**config.mk**
```make
export PLATFORM = sky130hd
export DESIGN_NAME = crc16_stream
export DESIGN_NICKNAME = d
export VERILOG_FILES = /design/src/rtl/crc16_pkg.sv /design/src/rtl/crc16_byte_step.sv /design/src/rtl/crc16_ctrl.sv /design/src/rtl/crc16_stream.sv
export SDC_FILE = /design/constraint.sdc
export NUM_CORES = 1
export LEC_CHECK = 0
export ABC_AREA = 1
export CORE_ASPECT_RATIO = 1.1
export CORE_MARGIN = 8
export CORE_UTILIZATION = 35
export DETAILED_ROUTE_END_ITERATION = 10
export HOLD_SLACK_MARGIN = 0.1
export PLACE_DENSITY = 0.61
export SLEW_MARGIN = 20
export SYNTH_ARGS = -nofsm -noshare
export SYNTH_HDL_FRONTEND = slang
export SYNTH_HIERARCHICAL = 1
export SYNTH_SLANG_ARGS = --single-unit
```
**constraint.sdc**
```tcl
create_clock -name clk -period 1.7 [get_ports clk]
set_input_delay 0.34 -clock clk [delete_from_list [all_inputs] [get_ports clk]]
set_output_delay 0.34 -clock clk [all_outputs]
set_load 0.05 [all_outputs]
```
**src/rtl/crc16_pkg.sv**
```systemverilog
package crc16_pkg;

    localparam int          CRC_W     = 16;
    localparam int          DATA_W    = 8;
    localparam logic [15:0] POLY_REFL = 16'h8408;
    localparam logic [15:0] INIT_VAL  = 16'hFFFF;
    localparam logic [15:0] XOR_VAL   = 16'hFFFF;
    localparam logic [15:0] GOOD_RES  = 16'hF0B8;

    typedef enum logic [1:0] {
        S_TAKE  = 2'd0,
        S_TX_LO = 2'd1,
        S_TX_HI = 2'd2
    } fsm_t;

endpackage

```
**src/rtl/crc16_byte_step.sv**
```systemverilog
module crc16_byte_step #(
    parameter int                 CW   = 16,
    parameter int                 DW   = 8,
    parameter logic [CW-1:0]      POLY = 16'h8408
) (
    input  logic [CW-1:0] crc_in,
    input  logic [DW-1:0] din,
    output logic [CW-1:0] crc_out
);
    // chain[k] holds the register after k bits, least significant bit first
    logic [CW-1:0] chain [0:DW];

    assign chain[0] = crc_in;

    for (genvar b = 0; b < DW; b++) begin : g_bit
        logic fb;
        assign fb          = chain[b][0] ^ din[b];
        assign chain[b+1]  = fb ? ((chain[b] >> 1) ^ POLY) : (chain[b] >> 1);
    end

    assign crc_out = chain[DW];

endmodule

```
**src/rtl/crc16_ctrl.sv**
```systemverilog
module crc16_ctrl
    import crc16_pkg::*;
(
    input  logic clk,
    input  logic rst_n,
    input  logic mode_rx,
    input  logic in_valid,
    input  logic in_last,
    output logic in_ready,
    output logic take,
    output logic emit_lo,
    output logic emit_hi,
    output logic end_rx
);
    fsm_t state_q, state_d;

    always_ff @(posedge clk or negedge rst_n) begin
        if (!rst_n) state_q <= S_TAKE;
        else        state_q <= state_d;
    end

    always_comb begin
        state_d  = state_q;
        in_ready = 1'b0;
        take     = 1'b0;
        emit_lo  = 1'b0;
        emit_hi  = 1'b0;
        end_rx   = 1'b0;
        unique case (state_q)
            S_TAKE: begin
                in_ready = 1'b1;
                take     = in_valid;
                if (in_valid && in_last) begin
                    if (mode_rx) end_rx  = 1'b1;
                    else         state_d = S_TX_LO;
                end
            end
            S_TX_LO: begin
                emit_lo = 1'b1;
                state_d = S_TX_HI;
            end
            S_TX_HI: begin
                emit_hi = 1'b1;
                state_d = S_TAKE;
            end
            default: state_d = S_TAKE;
        endcase
    end


    lo_then_hi_chk: assert property (@(posedge clk) disable iff (!rst_n)
        emit_lo |=> emit_hi);


    busy_no_take_chk: assert property (@(posedge clk) disable iff (!rst_n)
        (emit_lo || emit_hi) |-> (!take && !in_ready));

endmodule

```
**src/rtl/crc16_stream.sv**
```systemverilog
module crc16_stream
    import crc16_pkg::*;
#(
    parameter int             DW     = DATA_W,
    parameter int             CW     = CRC_W,
    parameter logic [CW-1:0]  POLY   = POLY_REFL,
    parameter logic [CW-1:0]  INIT_V = INIT_VAL,
    parameter logic [CW-1:0]  XOR_V  = XOR_VAL,
    parameter logic [CW-1:0]  RES_V  = GOOD_RES
) (
    input  logic          clk,
    input  logic          rst_n,
    input  logic          mode_rx,
    input  logic          in_valid,
    input  logic          in_first,
    input  logic          in_last,
    input  logic [DW-1:0] in_data,
    output logic          in_ready,
    output logic          out_valid,
    output logic          out_is_crc,
    output logic [DW-1:0] out_data,
    output logic          chk_valid,
    output logic          chk_pass
);
    localparam int LO_TOP = DW - 1;
    localparam int HI_BOT = CW - DW;

    logic          take, emit_lo, emit_hi, end_rx;
    logic [CW-1:0] crc_q, crc_seed, crc_next, crc_tx;

    crc16_ctrl u_ctrl (
        .clk      (clk),
        .rst_n    (rst_n),
        .mode_rx  (mode_rx),
        .in_valid (in_valid),
        .in_last  (in_last),
        .in_ready (in_ready),
        .take     (take),
        .emit_lo  (emit_lo),
        .emit_hi  (emit_hi),
        .end_rx   (end_rx)
    );

    assign crc_seed = in_first ? INIT_V : crc_q;

    crc16_byte_step #(.CW(CW), .DW(DW), .POLY(POLY)) u_step (
        .crc_in  (crc_seed),
        .din     (in_data),
        .crc_out (crc_next)
    );

    assign crc_tx = crc_q ^ XOR_V;

    always_ff @(posedge clk or negedge rst_n) begin
        if (!rst_n)    crc_q <= INIT_V;
        else if (take) crc_q <= crc_next;
    end

    always_ff @(posedge clk or negedge rst_n) begin
        if (!rst_n) begin
            out_valid  <= 1'b0;
            out_is_crc <= 1'b0;
            out_data   <= '0;
            chk_valid  <= 1'b0;
            chk_pass   <= 1'b0;
        end else begin
            out_valid  <= (take && !mode_rx) || emit_lo || emit_hi;
            out_is_crc <= emit_lo || emit_hi;
            if (take)         out_data <= in_data;
            else if (emit_lo) out_data <= crc_tx[LO_TOP:0];
            else if (emit_hi) out_data <= crc_tx[CW-1:HI_BOT];
            chk_valid  <= end_rx;
            chk_pass   <= end_rx && (crc_next == RES_V);
        end
    end


    crc_pair_chk: assert property (@(posedge clk) disable iff (!rst_n)
        $rose(out_is_crc) |=> (out_valid && out_is_crc));


    crc_pair_end_chk: assert property (@(posedge clk) disable iff (!rst_n)
        (out_is_crc && $past(out_is_crc)) |=> !out_is_crc);


    echo_chk: assert property (@(posedge clk) disable iff (!rst_n)
        (in_valid && in_ready && !mode_rx) |=> (out_valid && !out_is_crc && out_data == $past(in_data)));


    busy_after_last_chk: assert property (@(posedge clk) disable iff (!rst_n)
        (in_valid && in_ready && in_last && !mode_rx) |=> !in_ready);


    verdict_due_chk: assert property (@(posedge clk) disable iff (!rst_n)
        (in_valid && in_ready && in_last && mode_rx) |=> chk_valid);


    verdict_pulse_chk: assert property (@(posedge clk) disable iff (!rst_n)
        chk_valid |=> !chk_valid);


    pass_gated_chk: assert property (@(posedge clk) disable iff (!rst_n)
        !chk_valid |-> !chk_pass);


    rx_quiet_chk: assert property (@(posedge clk) disable iff (!rst_n)
        (in_valid && in_ready && mode_rx) |=> !out_valid);

endmodule

```
==> results.json, run 1 <==
{
  "status": "complete, no violations",
  "syn_area_mm2": 0.002002,
  "post-route-util": 0.4971,
  "power.density_mw_per_mm2": 1124,
  "clock_latency_ns": 0.28,
  "synthTopCellsByCount": "nand2_1 (115), inv_1 (49), nand3_1 (29)",
  "cts_root_buf": "clkbuf_8",
  "rows": 29,
  "vdd_drop_max_mv": 0.3752,
  "numCtsBuffers": 5,
  "clk_pin_slew_ns": 0.07,
  "fin_nets": 376,
  "core-area_mm2": 0.005660,
  "gp_congestion": 0.8410,
  "yosysWarnings": 6,
  "dieArea_mm2": 0.008399,
  "fmax_ghz": 0.6107,
  "cpMaxStageDelayCell": "clkdlybuf4s50_1",
  "viasPerCell": 4.484,
  "cp.required_ns": 1.92,
  "cts_tree": "built",
  "io_pins": 27,
  "relSlewSlack": 0.7237,
  "path_cells": "clkdlybuf4s50_1 > inv_2 > nand2_1 > nand2_4 > buf_4 > buf_4 > xor2_1 > nand4_1 > nor2_1",
  "drt_iter0_drc": 108,
  "endpoint_kind": "flip-flop",
  "preCtsSetupSlack_ns": -0.3580,
  "final_area_mm2": 0.002814,
  "grt_usage": 0.1338,
  "cpPeakStageDelay_ns": 0.56,
  "hold_ws_ns": 0.4484,
  "path_delay_family": "buffers and inverters",
  "cts.sinks": 30,
  "htreeDepth": 2,
  "synth-edff-count": 0,
  "cp_common_cell": "buf_4",
  "route.detailed.drc": 0,
  "synth.area.top_cells": "nand2_1 (22%), dfstp_2 (21%), dfrtp_1 (18%), inv_1 (9.2%), nand3_1 (7.3%)",
  "p_total_uw": 3163,
  "power_leakage_uw": 0.001547,
  "ys_ff_latch": 30,
  "drive_above_1_share": 0.4077,
  "vias": 1973,
  "n_fill_cell": 599,
  "wl_per_cell_um": 11.95,
  "ant_nets": 0,
  "yosysTopAreaCell": "nand2_1",
  "min_period_ns": 1.637,
  "finalClockSkew_ns": 0.003703,
  "cp_num_buf_inv": 4,
  "port_buffers": 26,
  "dp_hpwl_um": 3794,
  "n_antenna_cell": 0,
  "crit_arrival_ns": 1.86,
  "postSynthCellCount": 307,
  "setup_slack_ns": 0.06257,
  "synthArstFlopShare": 1.000,
  "synth.avg_cell_area_um2": 6.521,
  "clock_path_buffers": 2,
  "initial_core_util": 0.3537,
  "yosysSeqAreaShare": 0.3850,
  "tightestPinTransition_ns": 0.4144,
  "area_growth_pct": 40.56,
  "grt.overflow.total": 0,
  "grt_start_max_net_pins": 33,
  "drv_slew": 0,
  "final-setup-viol-count": 0,
  "netlist.area_leader.share": 0.2156,
  "synth_ff_type": "dfstp_2",
  "fp.dieH_um": 95.32,
  "max-cap-violations": 0,
  "hold_viol": 0,
  "syn_nets": 321,
  "grt_pass1_wl_um": 8707,
  "dpl_cell_area_mm2": 0.002496,
  "critPathMaxFanout": 4,
  "fin_crit_sh": 0.9632,
  "routed_wl_um": 5256,
  "synth.distinct_cells": 19,
  "grt_pass1_vias": 1857,
  "hold_class": "in -> async",
  "yosysMostFrequentCell": "nand2_1",
  "firstDrtPassIters": 4,
  "critPathLaunchType": "input pin",
  "critPathKind": "in -> reg",
  "antenna_found_initial": 0,
  "die_w_um": 88.11
}
[kinds of logic after synthesis]
kind of cell	count (synthesis)	share of synthesized area
simple gates	187	0.4150
flops	30	0.3850
compound gates	17	0.04250
xor+xnor	4	0.01750
buf+inv	69	0.1400
[sequential cells by signal (all words and copies together), names as in the netlist]
signal	flops
out_valid	1
u_ctrl/state_q	2
crc_q	16
out_is_crc	1
chk_pass	1
chk_valid	1
out_data	8
[timing repair]
item | in CTS | in global routing
cloned | 1 | 0
pin swaps | 3 | 26
endpoints found under the hold margin | 0 | 0
hold buffers | 0 | 0
gates resized for setup | 12 | 44
setup buffers | 2 | 4
endpoints found under the setup margin | 1 | 1
[where the power goes]
group / internal (µW) / leakage (µW) / total, µW / switching, µW
clock: 327 / 0.0000482 / 612 / 286
sequential: 950 / 0.000342 / 1010 / 59.6
combinational: 606 / 0.00116 / 1540 / 935
[area by class of cell]
cell class / instances / area (µm²) / share of cell area
Clock buffer: 7 / 86.33 / 0.03068
Clock inverter: 1 / 5.005 / 0.001779
Inverter: 58 / 217.7 / 0.07737
Multi-Input combinational cell: 208 / 1089 / 0.3868
Sequential cell: 30 / 770.7 / 0.2739
Tap cell: 77 / 96.34 / 0.03424
Timing Repair Buffer: 59 / 549.3 / 0.1952
[worst reg2reg max path, delay by kind of cell, from the launching register on]
family | cells | cell delay (ns)
xor gates and xnor gates | 1 | 0.21
buffers and inverters | 4 | 0.35
DFF | 1 | 0.53
and+or+nand+nor | 5 | 0.46
[final timing paths]
| path | from | to | slack (ns) | cells past startpoint |
|---|---|---|---|---|
| setup / recovery | in_data[2] | chk_pass | 0.06 | 9 |
| hold / removal | rst_n | out_data[5] | 0.45 | 2 |
| setup reg to reg | crc_q[2] | chk_pass | 0.08 | 10 |
| hold reg to reg | u_ctrl/state_q[1] | u_ctrl/state_q[1] | 0.48 | 1 |
| max in group asynchronous | rst_n | crc_q[3] | 0.91 | 2 |
| min in group clk | u_ctrl/state_q[1] | u_ctrl/state_q[1] | 0.48 | 1 |
[through the flow]
step | std cells | setup TNS (ns)
detailed placement | 425 | -3.421
floorplan | 307 | 0
global placement | 425 | -3.065
finish | 440 | 0
CTS | 436 | 0
global route | 440 | -0.007089
[per-layer routing]
layer | GRT usage | vias to the layer above | part of all wire
li1 | - | 1022 | -
met1 | 0.1641 | 908 | 0.46
met2 | 0.2304 | 37 | 0.49
met3 | 0.02241 | 6 | 0.036
met4 | 0.04654 | 0 | 0.014
met5 | 0 | - | 0
[layout by cell type, fill, tap and decap left out]
cell type and instances:
buf_12 4, buf_16 1, buf_4 40, buf_6 1, clkbuf_1 1, clkbuf_8 6, clkdlybuf4s15_1 1, clkdlybuf4s50_1 12
clkinv_2 1, dfrtp_1 14, dfstp_2 16, inv_1 36, inv_2 22, nand2_1 91, nand2_2 31, nand2_4 14
nand3_1 28, nand3_2 1, nand4_1 1, nor2_1 11, nor2_2 2, o21ai_0 17, or2_0 1, or2_2 7
xnor2_2 1, xor2_1 2, xor2_2 1
Note: power is estimated with default switching activity, not from simulation.
==> run 2: changes to the inputs <==
--- a/config.mk
+++ b/config.mk
@@ -7,7 +7,6 @@
 export LEC_CHECK = 0
 export ABC_AREA = 1
 export CORE_ASPECT_RATIO = 1.1
-export CORE_MARGIN = 8
 export CORE_UTILIZATION = 35
 export DETAILED_ROUTE_END_ITERATION = 10
 export HOLD_SLACK_MARGIN = 0.1
==> results.json, run 2 (synthesis results as in run 1) <==
{
  "status": "complete, no violations",
  "hold_class": "in -> async",
  "fmax_ghz": 0.6434,
  "grt.overflow.total": 0,
  "critPathLaunchType": "flip-flop",
  "stdcell_count": 439,
  "min_period_ns": 1.554,
  "core-area_mm2": 0.005430,
  "cts_hold_buffers": 0,
  "max-cap-violations": 0,
  "die_w_um": 74.11,
  "routed_wl_um": 4831,
  "clock_path_buffers": 2,
  "fp.dieH_um": 81.32,
  "crit_arrival_ns": 1.78,
  "hold_viol": 0,
  "dp_cells": 429,
  "drive_above_1_share": 0.3269,
  "final-setup-viol-count": 0,
  "grt_start_max_net_pins": 33,
  "post-route-util": 0.4933,
  "io_pins": 27,
  "layout_common_cells": "nand2_1 (106), inv_1 (47), buf_4 (44)",
  "initial_core_util": 0.3687,
  "drt_iter0_drc": 69,
  "clock_latency_ns": 0.28,
  "grt_pass1_wl_um": 7941,
  "grt_pass1_vias": 1756,
  "clk_pin_slew_ns": 0.07,
  "firstDrtPassIters": 4,
  "cts_tree": "built",
  "finalClockSkew_ns": 0.005383,
  "cts_root_buf": "clkbuf_8",
  "largest_register_ffs": 16,
  "gp_congestion": 0.8566,
  "endpoint_kind": "flip-flop",
  "tightestPinTransition_ns": 0.3941,
  "wl_per_cell_um": 11.00,
  "grt_setup_unrepaired": "no",
  "top_regs": "crc_q (16), out_data (8), u_ctrl/state_q (2)",
  "top_register": "crc_q",
  "final_common_cell": "nand2_1",
  "rows": 28,
  "critPathMaxFanout": 4,
  "relSlewSlack": 0.7373,
  "fin_crit_sh": 0.9143,
  "port_buffers": 26,
  "numCtsBuffers": 5,
  "area_growth_pct": 33.81,
  "fin_setup_tns_ns": 0,
  "vias": 1911,
  "viasPerCell": 4.353,
  "cp.required_ns": 1.92,
  "fin_nets": 377,
  "htreeDepth": 2,
  "route.detailed.drc": 0,
  "critPathKind": "reg -> reg",
  "ant_nets": 0,
  "n_antenna_cell": 0,
  "power_leakage_uw": 0.001505,
  "cts.sinks": 30,
  "drv_slew": 0,
  "dieArea_mm2": 0.006027,
  "vdd_drop_max_mv": 0.4613,
  "grt_usage": 0.1796,
  "dp_hpwl_um": 3653,
  "power.density_mw_per_mm2": 1121,
  "antenna_found_initial": 0
}
==> run 2: cell count changes in the layout (fill, tap and decap cells not counted), sizes merged <==
cell	before	now
buf	46	47
dlygate4sd2	0	1
clkdlybuf4s15	1	0
==> run 2: layer usage <==
metal / track usage / share of wire / up-vias / wire, µm
met3: 0.04467 / 0.036 / 5 / 174
met4: 0.06923 / 0.015 / 0 / 72
met5: 0 / 0 / - / 0
met2: 0.2955 / 0.49 / 25 / 2348
met1: 0.2238 / 0.46 / 860 / 2234
li1: - / - / 1021 / -
==> run 2: worst paths after layout <==
| kind | from | endpoint | slack [ns] | depth (start not counted) |
|---|---|---|---|---|
| min reg2reg | u_ctrl/state_q[1] | u_ctrl/state_q[1] | 0.47 | 1 |
| max reg2reg | crc_q[3] | chk_pass | 0.15 | 14 |
| max in group asynchronous | rst_n | crc_q[9] | 0.93 | 2 |
| min | rst_n | chk_pass | 0.44 | 2 |
| min in group clk | u_ctrl/state_q[1] | u_ctrl/state_q[1] | 0.47 | 1 |
| max | crc_q[3] | chk_pass | 0.15 | 14 |
==> run 2: what timing repair did <==
action	in CTS	in global routing
setup endpoints to repair	1	1
gates resized for setup	12	2
gates cloned	1	0
buffers inserted	1	0
pin swaps	6	5
==> run 2: area by class of cell <==
type                    count  area, µm²
inverters                  58      217.7
clock inverters             1      5.005
clock buffers               7      86.33
well taps                  75      93.84
multi-input cells         208      978.4
flip-flops and latches     30      770.7
fillers                   575       2751
repair buffers             60      526.8
==> run 2: stage by stage <==
stage                     total power (µW)  hold slack (ns)  setup WS (ns)  cell area (µm²)
after global routing                  3220           0.4813       0.008121             2679
final                                 3003           0.4405         0.1457             2679
after CTS                             3037           0.4589         0.1199             2681
after global placement                2363           0.4591        -0.3252             2526
after floorplan                       1900          0.04441        0.03286             2002
after detailed placement              2383           0.4644        -0.3526             2526
==> run 2: worst max-delay path, stage by stage, from the launching register on <==
cell,delay (ns)
dfstp_2,0.51
inv_1,0.06
nand2_2,0.08
inv_2,0.04
nand2_1,0.06
nand2_2,0.07
nand2_2,0.10
nand2_2,0.08
nand2_1,0.06
nand2_1,0.06
inv_1,0.05
nand2_1,0.05
nor2_1,0.10
nand3_1,0.08
nor2_1,0.08
==> run 2: power breakdown <==
part           switching [µW]  internal (µW)
Combinational             858            549
Sequential               52.6            949
Clock                     269            326
Total                    1180           1820
